$ cat src/rtl/dpd_pkg.sv
package dpd_pkg;
   // Window order is also the match priority order (lowest index wins)
   localparam int NUM_WIN    = 5;
   localparam int NUM_CHAN   = 2;
   localparam int WIN_BMI    = 4;
   localparam int CFG_DEV_IDX = 2 * NUM_WIN;
   localparam int CFG_IDX_W  = $clog2(CFG_DEV_IDX + 1);

   typedef enum logic [1:0] {
      KIND_NONE = 2'd0,
      KIND_CMD  = 2'd1,
      KIND_CTRL = 2'd2,
      KIND_BMI  = 2'd3
   } win_kind_e;

   function automatic win_kind_e kind_of(input int w);
      if (w == WIN_BMI) return KIND_BMI;
      return ((w % 2) == 0) ? KIND_CMD : KIND_CTRL;
   endfunction

   // Channel owning a per-channel window (0,1 primary; 2,3 secondary)
   function automatic logic chan_of(input int w);
      return (w >= 2);
   endfunction
endpackage

$ cat src/rtl/dpd_cfg_regs.sv
module dpd_cfg_regs
   import dpd_pkg::*;
#(
   parameter int ADDR_W = 16,
   parameter logic [NUM_WIN*ADDR_W-1:0] RST_BASE = '0,
   parameter logic [NUM_WIN*ADDR_W-1:0] RST_SIZE = '0
) (
   input  logic                             clk,
   input  logic                             rst_n,
   input  logic                             we,
   input  logic [CFG_IDX_W-1:0]             idx,
   input  logic [ADDR_W-1:0]                wdata,
   output logic [ADDR_W-1:0]                rdata,
   output logic [NUM_WIN-1:0][ADDR_W-1:0]   base_o,
   output logic [NUM_WIN-1:0][ADDR_W-1:0]   size_o,
   output logic [NUM_CHAN-1:0]              dev_o
);

   for (genvar w = 0; w < NUM_WIN; w++) begin : g_win
      logic [ADDR_W-1:0] base_r;
      logic [ADDR_W-1:0] size_r;

      always_ff @(posedge clk or negedge rst_n) begin
         if (!rst_n) begin
            base_r <= RST_BASE[w*ADDR_W +: ADDR_W];
            size_r <= RST_SIZE[w*ADDR_W +: ADDR_W];
         end else if (we && idx == CFG_IDX_W'(2*w)) begin
            base_r <= wdata;
         end else if (we && idx == CFG_IDX_W'(2*w+1)) begin
            size_r <= wdata;
         end
      end

      assign base_o[w] = base_r;
      assign size_o[w] = size_r;
   end

   for (genvar c = 0; c < NUM_CHAN; c++) begin : g_dev
      logic dev_r;

      always_ff @(posedge clk or negedge rst_n) begin
         if (!rst_n)
            dev_r <= 1'b0;
         else if (we && idx == CFG_IDX_W'(CFG_DEV_IDX))
            dev_r <= wdata[c];
      end

      assign dev_o[c] = dev_r;
   end

   always_comb begin
      rdata = '0;
      for (int w = 0; w < NUM_WIN; w++) begin
         if (idx == CFG_IDX_W'(2*w))   rdata = base_o[w];
         if (idx == CFG_IDX_W'(2*w+1)) rdata = size_o[w];
      end
      if (idx == CFG_IDX_W'(CFG_DEV_IDX)) rdata = ADDR_W'(dev_o);
   end

endmodule

$ cat src/rtl/dpd_win_match.sv
module dpd_win_match #(
   parameter int ADDR_W = 16
) (
   input  logic [ADDR_W-1:0] addr,
   input  logic [ADDR_W-1:0] base,
   input  logic [ADDR_W-1:0] size,
   output logic              hit,
   output logic [ADDR_W-1:0] offset
);
   // One guard bit keeps the window end from wrapping to low addresses
   logic [ADDR_W:0] end_x;

   assign end_x  = {1'b0, base} + {1'b0, size};
   assign hit    = (addr >= base) && ({1'b0, addr} < end_x);
   assign offset = addr - base;
endmodule

$ cat src/rtl/dpd_prio_sel.sv
module dpd_prio_sel
   import dpd_pkg::*;
#(
   parameter int ADDR_W    = 16,
   parameter int BMI_SPLIT = 8
) (
   input  logic [NUM_WIN-1:0]             hit,
   input  logic [NUM_WIN-1:0][ADDR_W-1:0] offs,
   input  logic [NUM_CHAN-1:0]            dev,
   output win_kind_e                      kind,
   output logic                           sec,
   output logic [ADDR_W-1:0]              offset,
   output logic                           err,
   output logic [1:0]                     drive
);

   always_comb begin
      kind   = KIND_NONE;
      sec    = 1'b0;
      offset = '0;
      err    = 1'b1;
      // Walk from lowest priority upward so the first window wins
      for (int w = NUM_WIN - 1; w >= 0; w--) begin
         if (hit[w]) begin
            kind   = kind_of(w);
            offset = offs[w];
            err    = 1'b0;
            if (w == WIN_BMI)
               sec = (offs[w] >= ADDR_W'(BMI_SPLIT));
            else
               sec = chan_of(w);
         end
      end
      if (err)
         drive = 2'b00;
      else
         drive = {sec, (sec ? dev[1] : dev[0])};
   end

endmodule

$ cat src/rtl/disk_port_decoder.sv
module disk_port_decoder
   import dpd_pkg::*;
#(
   parameter int ADDR_W    = 16,
   parameter int BMI_SPLIT = 8,
   parameter logic [NUM_WIN*ADDR_W-1:0] RST_BASE =
      {16'hF000, 16'h0374, 16'h0170, 16'h03F4, 16'h01F0},
   parameter logic [NUM_WIN*ADDR_W-1:0] RST_SIZE =
      {16'd16, 16'd4, 16'd8, 16'd4, 16'd8}
) (
   input  logic                 clk,
   input  logic                 rst_n,
   input  logic                 cfg_we,
   input  logic [CFG_IDX_W-1:0] cfg_idx,
   input  logic [ADDR_W-1:0]    cfg_wdata,
   output logic [ADDR_W-1:0]    cfg_rdata,
   input  logic                 req_valid,
   input  logic [ADDR_W-1:0]    req_addr,
   output logic                 rsp_valid,
   output logic [1:0]           rsp_type,
   output logic                 rsp_secondary,
   output logic [ADDR_W-1:0]    rsp_offset,
   output logic                 rsp_err,
   output logic [1:0]           rsp_drive
);

   // Elaboration-time parameter checks
   if (ADDR_W < 4 || ADDR_W > 32) begin : g_bad_addr_w
      $error("disk_port_decoder: ADDR_W must lie in 4..32");
   end
   if (BMI_SPLIT < 1 || 64'(BMI_SPLIT) >= (64'd1 << ADDR_W)) begin : g_bad_split
      $error("disk_port_decoder: BMI_SPLIT must fit inside the address space");
   end

   logic [NUM_WIN-1:0][ADDR_W-1:0] base_w;
   logic [NUM_WIN-1:0][ADDR_W-1:0] size_w;
   logic [NUM_WIN-1:0][ADDR_W-1:0] offs_w;
   logic [NUM_WIN-1:0]             hit_w;
   logic [NUM_CHAN-1:0]            dev_w;

   win_kind_e         kind_d;
   logic              sec_d;
   logic [ADDR_W-1:0] offset_d;
   logic              err_d;
   logic [1:0]        drive_d;

   dpd_cfg_regs #(
      .ADDR_W  (ADDR_W),
      .RST_BASE(RST_BASE),
      .RST_SIZE(RST_SIZE)
   ) u_cfg (
      .clk   (clk),
      .rst_n (rst_n),
      .we    (cfg_we),
      .idx   (cfg_idx),
      .wdata (cfg_wdata),
      .rdata (cfg_rdata),
      .base_o(base_w),
      .size_o(size_w),
      .dev_o (dev_w)
   );

   for (genvar w = 0; w < NUM_WIN; w++) begin : g_match
      dpd_win_match #(.ADDR_W(ADDR_W)) u_match (
         .addr  (req_addr),
         .base  (base_w[w]),
         .size  (size_w[w]),
         .hit   (hit_w[w]),
         .offset(offs_w[w])
      );
   end

   dpd_prio_sel #(
      .ADDR_W   (ADDR_W),
      .BMI_SPLIT(BMI_SPLIT)
   ) u_sel (
      .hit   (hit_w),
      .offs  (offs_w),
      .dev   (dev_w),
      .kind  (kind_d),
      .sec   (sec_d),
      .offset(offset_d),
      .err   (err_d),
      .drive (drive_d)
   );

   always_ff @(posedge clk or negedge rst_n) begin
      if (!rst_n) begin
         rsp_valid     <= 1'b0;
         rsp_type      <= KIND_NONE;
         rsp_secondary <= 1'b0;
         rsp_offset    <= '0;
         rsp_err       <= 1'b0;
         rsp_drive     <= 2'b00;
      end else begin
         rsp_valid <= req_valid;
         if (req_valid) begin
            rsp_type      <= kind_d;
            rsp_secondary <= sec_d;
            rsp_offset    <= offset_d;
            rsp_err       <= err_d;
            rsp_drive     <= drive_d;
         end
      end
   end

endmodule

$ cat config.mk
export PLATFORM = sky130hd
export DESIGN_NAME = disk_port_decoder
export DESIGN_NICKNAME = d
export VERILOG_FILES = /design/src/rtl/dpd_pkg.sv /design/src/rtl/dpd_cfg_regs.sv /design/src/rtl/dpd_win_match.sv /design/src/rtl/dpd_prio_sel.sv /design/src/rtl/disk_port_decoder.sv
export SDC_FILE = /design/constraint.sdc
export NUM_CORES = 1
export LEC_CHECK = 0
export ABC_AREA = 1
export BUFFER_PORTS_ARGS = -buffer_cell sky130_fd_sc_hd__buf_2
export CELL_PAD_IN_SITES_DETAIL_PLACEMENT = 1
export CELL_PAD_IN_SITES_GLOBAL_PLACEMENT = 2
export CORE_MARGIN = 2
export CORE_UTILIZATION = 25
export CTS_CLUSTER_SIZE = 40
export DETAILED_ROUTE_END_ITERATION = 12
export PLACE_DENSITY_LB_ADDON = 0.3
export SYNTH_ARGS = -nofsm -noshare
export SYNTH_HDL_FRONTEND = slang
export SYNTH_SLANG_ARGS = --single-unit
export TNS_END_PERCENT = 20
$ cat constraint.sdc
create_clock -name clk -period 9.9 [get_ports clk]
set_input_delay 1.98 -clock clk [delete_from_list [all_inputs] [get_ports clk]]
set_output_delay 1.98 -clock clk [all_outputs]
set_load 0.01 [all_outputs]
# After elaboration in Yosys (flattened, before gate mapping)
# Cells that the tools add are included.
# totals
regBits,185
inputBits,40
out_inout_bits,39
word_cells,111
# classes
addsub,10
magnitude_cmp,11
n_eq_ne,10
n_mux,35
bitwise_logic,5
n_reduce_logical,22
# ops
cell,count
2-to-1 mux 16 bit,16
adder 16 x 16 -> 17 bit,5
less-than comparator 16 x 17 -> 1 bit,5
greater-or-equal comparator 16 bit,5
subtractor 16 bit,5
"equality test 4 x 3 -> 1 bit, second input constant",4
"greater-or-equal comparator 16 x 4 -> 1 bit, second input constant",1
logical AND 1 bit,16
2-to-1 mux 2 bit,7
"equality test 4 bit, second input constant",3
2-to-1 mux 1 bit,12
AND reduction 2 bit,5
"equality test 4 x 2 -> 1 bit, second input constant",2
NOT 1 bit,5
"equality test 4 x 1 -> 1 bit, second input constant",1
zero test 4 bit,1

# Longest topological paths before layout
# Gate-level depths: netlist of the first run.
# logic_depth
depth_word,12
ltp_mapped,29
depth_no_buf,29

# By module
# A second synthesis of the first run with hierarchy kept.
# unflattened
cells_unflattened,2835
hier_area_um2,19095.8
# by_module_without_submodules
mod,n_inst,cells_each,area_each_um2,seq_area_each_um2
dpd_cfg_regs,1,894,7265.7,4092.7
dpd_win_match (g_match[1].u_match ...),2,340,2048.2,0.0
dpd_win_match (g_match[3].u_match ...),2,338,2005.7,0.0
dpd_win_match (g_match[0].u_match),1,345,2045.7,0.0
disk_port_decoder,1,94,864.6,575.6
dpd_prio_sel,1,146,812.0,0.0

# Worst setup path before layout of the first run
# OpenSTA, ideal clock, no wires.
# synth_timing
kind,input -> output
start,input cfg_idx[2]
end,output cfg_rdata[11]
t_arrival_ns,3.264
required_ns,7.920
path_slack_ns,4.656
path_stages,9
n_path_buf,0
path_cell_list,nor2_1 -> nand2_1 -> clkinv_1 -> a221oi_1 -> o2111ai_1 -> a211oi_1 -> o211ai_1 -> o21ai_0 -> inv_1
# synth_via
elab_chain_cells,12
elab_cells_between_ends,22
cone_classes,eq/ne: 10; mux: 11; reduce/logical: 1
# synth_lines
item,line_no,rtl
from (decl),disk_port_decoder.sv:14,"input logic [CFG_IDX_W-1:0] cfg_idx,"
zero test 4 bit,dpd_cfg_regs.sv:54,if (idx == CFG_IDX_W'(2*w)) rdata = base_o[w];
2-to-1 mux 16 bit,dpd_cfg_regs.sv:54,
2-to-1 mux 16 bit,dpd_cfg_regs.sv:55,if (idx == CFG_IDX_W'(2*w+1)) rdata = size_o[w];
2-to-1 mux 16 bit,dpd_cfg_regs.sv:54,
2-to-1 mux 16 bit,dpd_cfg_regs.sv:55,
2-to-1 mux 16 bit,dpd_cfg_regs.sv:54,
2-to-1 mux 16 bit,dpd_cfg_regs.sv:55,
2-to-1 mux 16 bit,dpd_cfg_regs.sv:54,
2-to-1 mux 16 bit,dpd_cfg_regs.sv:55,
2-to-1 mux 16 bit,dpd_cfg_regs.sv:54,
2-to-1 mux 16 bit,dpd_cfg_regs.sv:55,
2-to-1 mux 16 bit *,dpd_cfg_regs.sv:57,if (idx == CFG_IDX_W'(CFG_DEV_IDX)) rdata = ADDR_W'(dev_o);
to (decl),disk_port_decoder.sv:16,"output logic [ADDR_W-1:0] cfg_rdata,"
# Mark *: on every way between the ends. The rest lies on a longest branch, timed or not.

# Final worst setup path of the first run
# layout_timing
start,input cfg_idx[0]
end,output cfg_rdata[7]
# Same word-level chain as after synthesis.

==> results of run 1 <==
## final cells by class
class / instances / area [um2] / share of cell area
Clock inverter: 15 / 221 / 0.0112
Antenna cell: 3 / 7.51 / 0.000380
Sequential cell: 185 / 4670 / 0.236
Timing Repair Buffer: 91 / 497 / 0.0251
Inverter: 264 / 991 / 0.0502
Multi-Input combinational cell: 1945 / 11800 / 0.596
Clock buffer: 17 / 425 / 0.0215
Tap cell: 940 / 1180 / 0.0595
## layer usage
layer | track usage | vias up
met2 | 0.421 | 410
met1 | 0.323 | 8878
met4 | 0.0608 | 2
li1 | - | 8403
met3 | 0.0290 | 90
met5 | 0 | -
## cells by family (layout without fill, tap and decap cells)
logic type	after synthesis	count (layout)	share of synthesized area
AO/OA/AOI/OAI	613	613	0.195
XOR/XNOR	132	132	0.0654
adder cells (fa/ha/maj)	245	245	0.178
buffers and inverters	320	387	0.0705
flip-flops	185	185	0.264
other	0	3	0
AND/OR/NAND/NOR	955	955	0.228
## tightest hold or removal path: stages, from the launching register on
cell and delay [ns]:
dfrtp_1 0.35, nand2_1 0.06, nand2_1 0.06
## where the power goes
part	switching (uW)	internal [uW]	leakage, uW
Clock	403	393	0.000315
Combinational	2000	998	0.00702
Sequential	257	955	0.00227
## sequential cells by signal (all words and copies together) (netlist names)
name	count
rsp_valid	1
rsp_drive	2
rsp_err	1
rsp_secondary	1
rsp_offset	16
rsp_type	2
u_cfg.g_win.size_r	80
u_cfg.g_win.base_r	80
u_cfg.g_dev.dev_r	2
## stage by stage
| step | util | hold WS (ns) | total power [uW] | area (um2) |
|---|---|---|---|---|
| detailed placement | 0.273 | 0.478 | 4190 | 19100 |
| CTS | 0.282 | 0.498 | 5010 | 19700 |
| global placement | 0.273 | 0.469 | 4160 | 19100 |
| finish | 0.282 | 0.493 | 5010 | 19800 |
| floorplan | - | 0.453 | 3080 | 17700 |
| global route | 0.282 | 0.529 | 5400 | 19800 |
## how the worst max path moves through the flow
stage | start | end | slack (ns) | cells past startpoint
floorplan | cfg_idx[2] | cfg_rdata[11] | 4.66 | 9
global placement | cfg_idx[0] | cfg_rdata[7] | 3.26 | 12
detailed placement | cfg_idx[0] | cfg_rdata[7] | 3.17 | 12
CTS | cfg_idx[0] | cfg_rdata[7] | 3.16 | 12
global route | cfg_idx[3] | cfg_rdata[2] | 2.97 | 11
finish | cfg_idx[0] | cfg_rdata[7] | 3.19 | 11
## cells in the mapped netlist, types with 3 or more instances
master / number / area, um2
o21a_1: 5 / 37.5
o21ai_0: 265 / 1330
a31oi_1: 14 / 87.6
nand3b_1: 9 / 67.6
or2_0: 3 / 18.8
o2111ai_1: 13 / 114
nand4_1: 36 / 225
nor4_1: 6 / 37.5
nand3_2: 4 / 40.0
dfstp_2: 31 / 815
xnor2_1: 47 / 412
o21ai_2: 6 / 52.6
inv_1: 256 / 961
buf_2: 6 / 30.0
o21ai_1: 15 / 75.1
dfrtp_1: 154 / 3850
buf_6: 5 / 56.3
nand2_2: 11 / 68.8
a21boi_0: 6 / 45.0
xor2_1: 85 / 744
a21oi_2: 7 / 61.3
inv_2: 5 / 18.8
fa_1: 10 / 200
nor2_2: 5 / 31.3
nand2_1: 612 / 2300
a21oi_1: 203 / 1020
nand3_1: 82 / 410
clkinv_1: 3 / 11.3
nor2_1: 147 / 552
o211ai_1: 9 / 67.6
a221oi_1: 11 / 96.3
a21o_1: 15 / 113
clkbuf_1: 44 / 165
nor3_1: 26 / 130
a211oi_1: 7 / 52.6
ha_1: 235 / 2940
o221ai_1: 9 / 78.8
o21bai_1: 14 / 105
==> impl_metrics.tcl, run 1 <==
set metrics [dict create \
    status "finished clean" \
    antenna_left 0 \
    synth_flop_cell "dfrtp_1" \
    wl_met2_um 43100 \
    fin_tns_setup_ns 0 \
    dr_wl_met3_um 3500 \
    cts_tree "done" \
    leakagePower_uw 0.00960 \
    rows 97 \
    layout-drive-gt1-share 0.0810 \
    layout_commonest_cell "nand2_1" \
    cts_hold_buf 0 \
    crit_buf_inv 4 \
    grt.total_usage 0.245 \
    powerDensity_nw_per_um2 253 \
    rsz0062_at_grt "no" \
    skew_ns 0.0226 \
    drtIter0Drc 1334 \
    holdPathStages 2 \
    pin_count 79 \
    hold_end "rsp_offset[15]" \
    synth_cells 2450 \
    min_period_over_period 0.678 \
    async_flop_share 1.00 \
    vias 17800 \
    grt_max_degree 84 \
    routed_wl_um 89300 \
    worst_slack_ns 3.19 \
    hold_class "flop to flop" \
    critPathCaptureType "output pin" \
    max_freq_mhz 149 \
    place.gp.congestion 0.926 \
    hold_viol_final 0 \
    cpPeakStageDelay_ns 0.62 \
    dr.pass1.iters 5 \
    post_cts_resize_count 0 \
    grt-ovfl-total 0 \
    io_buffer_count 78 \
    dp_hpwl_um 70300 \
    remaining_drc_errors 0 \
    tritoncts_num_sinks 185 \
    timing.critical_path.cells "buf_2 > nor2_1 > nand2_1 > clkinv_1 > a221oi_1 > o2111ai_1 > a211oi_1 > o211ai_1 > o21ai_0 > inv_1 > buf_2" \
    synth_cell_type_count 59 \
    grt_pass1_wl_um 129000 \
    clockBufferDepth 2 \
    drt-met1-wl_um 40700 \
    ys_seq_area_frac 0.264 \
    reg2reg_depth 28 \
    die_area_um2 72900 \
    reg2reg_slack_ns 4.80 \
    post_cts_buffers 0 \
    fillCellCount 8673 \
    ys_seq_elements 185 \
    arrival_ns 4.73 \
    wl_per_cell_um 25.8 \
    hold_start "rsp_offset[15]" \
    crit_type "input pin to output pin" \
    slew_violations 0 \
    final_cell_mix "nand2_1, o21ai_0, inv_1" \
    synth_edf_count 0 \
    core_area_um2 70000 \
    finalSetupViolCount 0 \
    synth_nets 2735 \
    die_w_um 270 \
    crit_family "compound AO/OA/AOI/OAI gates" \
    slew-limit-headroom 0.183 \
    root_buffer "clkbuf_16" \
    htreeDepth 4 \
    path_max_fanout 10 \
    cts.clk_slew.worst_paths_ns 0.08 \
    final_nets 2789 \
    startpoint_type "input pin" \
    stdcell_count 3460 \
    area_growth_syn_to_layout_pct 11.7 \
    cp_common_cell "buf_2" \
    maxCapViolations 0 \
    layout_min_cycle_time_ns 6.71 \
    reg2reg_to "rsp_offset[8]" \
    reg2reg_from "u_cfg.g_win[3].size_r[2]" \
    cp.required_ns 7.92 \
    synth_warnings 0 \
    syn-cell-area_um2 17700 \
    clock_latency_ns 0.52 \
    antenna_found_initial 7 \
    pre_cts_ws_ns 3.17 \
    routed_via_density 5.14 \
    syn-mean-instance-area_um2 7.22 \
    first_global_vias 18300 \
    slowest_stage "a221oi_1" \
    worst_slew_pin_slew_ns 1.22 \
    start_util 0.253 \
    placed_cells 3425 \
    die_h_um 270 \
    cts_buffers 17 \
    highest_layer "met5" \
    irDropWorstVdd_mv 0.128 \
]
Note: power is estimated with default switching activity, not from simulation.
==> run 2, diff against run 1 <==
- ABC_AREA: 1 -> 0
- clock period: 9.9 -> 5.4 ns (I/O delays scaled with it)
==> run 2 against run 1 <==
Compared with the run above: setup slack got worse by 2.9 ns; synthesized cell count decreased by 25%; wire length decreased by 16%; critical path depth increased by 12; sequential power is 83% higher; synthesized area down 2.0%; sequential cell count unchanged; core utilization grew 0.49 points; largest cell class unchanged; highest routed layer unchanged.
==> impl_metrics.tcl, run 2 <==
set metrics [dict create \
    p_sw_uw 4690 \
    fin_area_um2 19700 \
    tritoncts_num_sinks 185 \
    die_h_um 267 \
    rsz0062_at_grt "yes" \
    worst_slew_pin_slew_ns 1.15 \
    synth_edf_count 0 \
    comb_power_share 0.638 \
    syn-cell-area_um2 17300 \
    clockBufferDepth 2 \
    synth_top_cells_by_count "ha_1, mux2_2, dfrtp_1" \
    intPower_uw 5040 \
    grt-ovfl-total 0 \
    cts_buffers 17 \
    synth_nets 2118 \
    pin_count 79 \
    fin_total_pwr_uw 9740 \
    antenna_left 0 \
    routed_wl_um 74700 \
    clock_latency_ns 0.50 \
    utilization 0.287 \
    pre_cts_ws_ns 0.110 \
    cts.clk_slew.worst_paths_ns 0.08 \
    grt.total_usage 0.211 \
    place.gp.congestion 0.874 \
    htreeDepth 4 \
    area_growth_syn_to_layout_pct 13.6 \
    startpoint_type "flop" \
    yosysMostFrequentCell "ha_1" \
    drtIter0Drc 896 \
    die_area_um2 71400 \
    vias 15100 \
    ys_seq_elements 185 \
    synth_cell_type_count 83 \
    die_w_um 267 \
    path_max_fanout 12 \
    layout_commonest_cell "ha_1" \
    hold_class "flop to flop" \
    ys_seq_area_frac 0.269 \
    largestRegisters "u_cfg.g_win.base_r: 80 flops, u_cfg.g_win.size_r: 80 flops, rsp_offset: 16 flops" \
    dp_hpwl_um 60200 \
    hold_viol_final 0 \
    irDropWorstVdd_mv 0.260 \
    p_seq_frac 0.228 \
    wl_per_cell_um 26.1 \
    leakagePower_uw 0.00875 \
    cp.required_ns 5.83 \
    worst_slack_ns 0.265 \
    antenna_found_initial 3 \
    status "finished clean" \
    synth_top_area_share 0.222 \
    arrival_ns 5.57 \
    final_nets 2209 \
    finalSetupViolCount 0 \
    final_cell_mix "ha_1, mux2_2, dfrtp_1" \
    core_area_um2 68600 \
    clockPowerShare 0.133 \
    remaining_drc_errors 0 \
    async_flop_share 1.00 \
    first_global_vias 15500 \
    synth_flop_cell "dfrtp_1" \
    slew_violations 0 \
    synth_cells 1833 \
    io_buffer_count 78 \
    cts_hold_buf 0 \
    start_util 0.253 \
    yosys.area.top_type "dfrtp_1" \
    max_freq_mhz 195 \
    place_area_um2 19000 \
    maxCapViolations 0 \
    grt_pass1_wl_um 109000 \
    synth_warnings 0 \
    skew_ns 0.0126 \
    slew-limit-headroom 0.231 \
    dr.pass1.iters 5 \
    layout_min_cycle_time_ns 5.14 \
    synth_area_leaders "dfrtp_1, ha_1, mux2_2" \
    powerDensity_nw_per_um2 495 \
    rows 96 \
    crit_type "flop to flop" \
    power_switching_share 0.482 \
    cts_tree "done" \
    routed_via_density 5.26 \
    layout-drive-gt1-share 0.209 \
    grt_max_degree 71 \
    root_buffer "clkbuf_16" \
    fin_tns_setup_ns 0 \
    min_period_over_period 0.951 \
    syn-mean-instance-area_um2 9.45 \
    critPathCaptureType "flop" \
    diodes 0 \
]
[run 2: cell types whose count changed after synthesis, sizes merged, moves of 31 or more]
cell | before | now
o21a | 5 | 37
mux2 | 0 | 163
inv | 261 | 115
xor2 | 85 | 54
a21oi | 210 | 126
nand2 | 623 | 85
o21ai | 286 | 82
nand3 | 87 | 37
[run 2: power groups by stage]
| stage | Clock, uW | Sequential [uW] | Combinational (uW) |
|---|---|---|---|
| detailed placement | 0 | 2250 | 6080 |
| global placement | 0 | 2230 | 5970 |
| finish | 1300 | 2220 | 6210 |
| CTS | 1340 | 2220 | 6110 |
| global route | 1390 | 2270 | 6840 |
| floorplan | 0 | 2090 | 4150 |
[run 2: final timing paths]
kind	slack (ns)	from	to	depth (start not counted)
hold / removal	0.49	rsp_err	rsp_err	2
setup / recovery	0.26	u_cfg.g_win[3].base_r[2]	rsp_offset[7]	23
setup reg to reg	0.26	u_cfg.g_win[3].base_r[2]	rsp_offset[7]	23
max in group asynchronous	3.59	rst_n	u_cfg.g_win[0].base_r[0]	2
min in group asynchronous	0.58	rst_n	u_cfg.g_win[3].size_r[1]	1
hold reg to reg	0.49	rsp_err	rsp_err	2
[run 2: what timing repair did]
| item | CTS | global route |
|---|---|---|
| gates resized for setup | 0 | 11 |
| buffers inserted | 0 | 3 |
| endpoints found under the setup margin | 0 | 20 |
[run 2: layout make-up]
class / instances / area, um2
inverters: 116 / 435
multi-input cells: 1474 / 12000
flip-flops and latches: 185 / 4670
well taps: 931 / 1160
clock inverters: 15 / 150
clock buffers: 17 / 425
repair buffers: 130 / 806
fillers: 7912 / 48900
[run 2: cell families (layout without fill, tap and decap cells)]
group / Yosys count / after routing / synth area share
compound gates: 517 / 517 / 0.206
xor+xnor: 126 / 126 / 0.0637
flops: 185 / 185 / 0.269
fa+ha+maj: 245 / 245 / 0.181
buf+inv: 174 / 278 / 0.0389
mux: 180 / 180 / 0.127
simple gates: 406 / 406 / 0.113
[run 2: routing by layer]
layer | wire (um) | up-vias | share of wire | global-route usage
met3 | 3000 | 70 | 0.040 | 0.0270
met1 | 35500 | 7667 | 0.48 | 0.291
met4 | 2060 | 4 | 0.028 | 0.0644
li1 | - | 7017 | - | -
met5 | 23 | - | 0.00031 | 0
met2 | 34100 | 316 | 0.46 | 0.341
[run 2: critical path, cell delays in order, from the launching register on]
cell	delay, ns
dfstp_2	0.58
ha_1	0.31
a21oi_2	0.22
o21bai_1	0.11
a21oi_2	0.21
o21bai_1	0.11
a41o_1	0.29
o41a_1	0.36
a21o_1	0.19
a21oi_1	0.17
xor2_1	0.16
ha_1	0.19
a211o_1	0.15
a31oi_1	0.07
a2111oi_2	0.37
o41ai_1	0.15
a21oi_1	0.17
buf_4	0.18
a211oi_4	0.07
nor2b_2	0.26
buf_6	0.21
a221oi_1	0.10
a211o_1	0.28
a31oi_1	0.15
[run 2: through the flow]
stage / hold slack, ns / instances
CTS: 0.501 / 2865
finish: 0.491 / 2868
detailed placement: 0.476 / 2833
global route: 0.533 / 2868
floorplan: 0.501 / 1833
global placement: 0.464 / 2833
==> run 3, diff against run 2 <==
- CORE_UTILIZATION: 25 -> 37
==> run 3 against run 2 <==
Compared with the run above: power increased by 0.51%; largest cell class unchanged; critical path depth decreased by 4; design area decreased by 2.0%; maximum frequency decreased by 0.17%; die area decreased by 32%; combinational power about the same; first-iteration DRC count increased by 18%; highest routed layer is now met4; clock-buffer cell count increased by 1.
==> impl_metrics.tcl, run 3 (same netlist as run 2, synthesis figures left out) <==
set metrics [dict create \
    routed_via_density 5.98 \
    final_cell_mix "ha_1, mux2_2, dfrtp_1" \
    tritoncts_num_sinks 185 \
    timing.critical_path.cells "ha_1 > fa_1 > a211o_1 > a21oi_1 > o21ai_1 > a31o_2 > a21o_1 > a21oi_1 > xor2_1 > ha_1 > nand4_1 > a211oi_1 > a22o_1 > a31oi_1 > a211o_2 > o311a_4 > or2_1 > a221oi_1 > o31ai_1" \
    remaining_drc_errors 0 \
    wl_met2_um 31100 \
    slew_violations 0 \
    root_buffer "clkbuf_16" \
    grt_pass1_wl_um 101000 \
    cts_tree "done" \
    grt_max_degree 79 \
    pre_cts_ws_ns 0.137 \
    reg2reg_to "rsp_offset[10]" \
    highest_layer "met4" \
    hold_viol_final 0 \
    cts_hold_buf 0 \
    holdPathStages 1 \
    startpoint_type "flop" \
    die_area_um2 48600 \
    grt-ovfl-total 0 \
    clockBufferDepth 2 \
    wl_per_cell_um 27.2 \
    die_w_um 220 \
    cts.clk_slew.worst_paths_ns 0.08 \
    rows 79 \
    crit_type "flop to flop" \
    arrival_ns 5.52 \
    io_buffer_count 78 \
    hold_start "rsp_type[1]" \
    leakagePower_uw 0.00874 \
    fin_total_pwr_uw 9780 \
    finalSetupViolCount 0 \
    slew-limit-headroom 0.195 \
    final_nets 2206 \
    maxCapViolations 0 \
    layout-drive-gt1-share 0.209 \
    critPathCaptureType "flop" \
    cpPeakStageDelay_ns 0.43 \
    irDropWorstVdd_mv 0.304 \
    diodes 0 \
    vias 15200 \
    hold_ws_ns 0.508 \
    reg2reg_from "u_cfg.g_win[1].base_r[0]" \
    area_growth_syn_to_layout_pct 11.4 \
    dp_hpwl_um 54800 \
    antenna_found_initial 1 \
    path_max_fanout 6 \
    rsz0062_at_grt "no" \
    crit_buf_inv 0 \
    grt.total_usage 0.288 \
    fin_tns_setup_ns 0 \
    cp.required_ns 5.77 \
    place.gp.congestion 0.909 \
    status "finished clean" \
    htreeDepth 4 \
    crit_family "compound AO/OA/AOI/OAI gates" \
    powerDensity_nw_per_um2 507 \
    skew_ns 0.0101 \
    clock_latency_ns 0.51 \
    start_util 0.374 \
    pin_count 79 \
    fillCellCount 5358 \
    drt-met1-wl_um 32200 \
    reg2reg_slack_ns 0.26 \
    antenna_left 0 \
    layout_commonest_cell "ha_1" \
    multiInputGateArea_um2 12100 \
    utilization 0.416 \
    seq_area_um2 4670 \
    dr_wl_met3_um 3270 \
    largestRegisters "u_cfg.g_win.base_r: 80 flops, u_cfg.g_win.size_r: 80 flops, rsp_offset: 16 flops" \
    dr.pass1.iters 6 \
    hold_class "flop to flop" \
    hold_end "rsp_type[1]" \
    core_area_um2 46400 \
    min_period_over_period 0.953 \
    cts_buffers 17 \
    slowest_stage "a221oi_1" \
    first_global_vias 15300 \
    max_freq_mhz 194 \
    layout_min_cycle_time_ns 5.14 \
    worst_slew_pin_slew_ns 1.19 \
    routed_wl_um 69000 \
    die_h_um 220 \
    drtIter0Drc 1053 \
    worst_slack_ns 0.256 \
    reg2reg_depth 19 \
]
## run 3: area by class of cell
class / count / area share
Sequential cell: 185 / 0.242
Clock buffer: 18 / 0.0228
Multi-Input combinational cell: 1475 / 0.625
Clock inverter: 14 / 0.00836
Timing Repair Buffer: 126 / 0.0400
Inverter: 116 / 0.0226
Tap cell: 607 / 0.0394
## run 3: how the worst max path moves through the flow
stage	cells past startpoint	end	slack [ns]	startpoint
floorplan	22	rsp_offset[3]	0.82	u_cfg.g_win[1].base_r[1]
global placement	24	rsp_offset[4]	0.29	u_cfg.g_win[3].size_r[1]
detailed placement	22	rsp_offset[10]	0.14	u_cfg.g_win[1].size_r[1]
CTS	22	rsp_offset[7]	0.1	u_cfg.g_win[0].size_r[1]
global route	22	rsp_offset[14]	0.02	u_cfg.g_win[1].size_r[1]
finish	19	rsp_offset[10]	0.26	u_cfg.g_win[1].base_r[0]
## run 3: per-stage QoR
step           std cells  cell area [um2]
6_report            2541            19300
5_1_grt             2541            19300
4_1_cts             2535            19200
3_5_place_dp        2503            18600
3_3_place_gp        2503            18600
2_1_floorplan       1833            17300
## run 3: what timing repair did
| item | CTS | global route |
|---|---|---|
| setup buffers | 0 | 5 |
| resized for setup | 0 | 12 |
| endpoints found under the setup margin | 0 | 22 |
## run 3: per-layer routing
layer	global-route usage	up-vias
met5	0	-
met4	0.118	0
met3	0.0421	103
met2	0.453	383
met1	0.397	7703
li1	-	7014
## run 3: where the power goes
part           internal (uW)  total [uW]  switching, uW
clock                    704        1370            667
sequential              1790        2220            431
combinational           2650        6190           3540
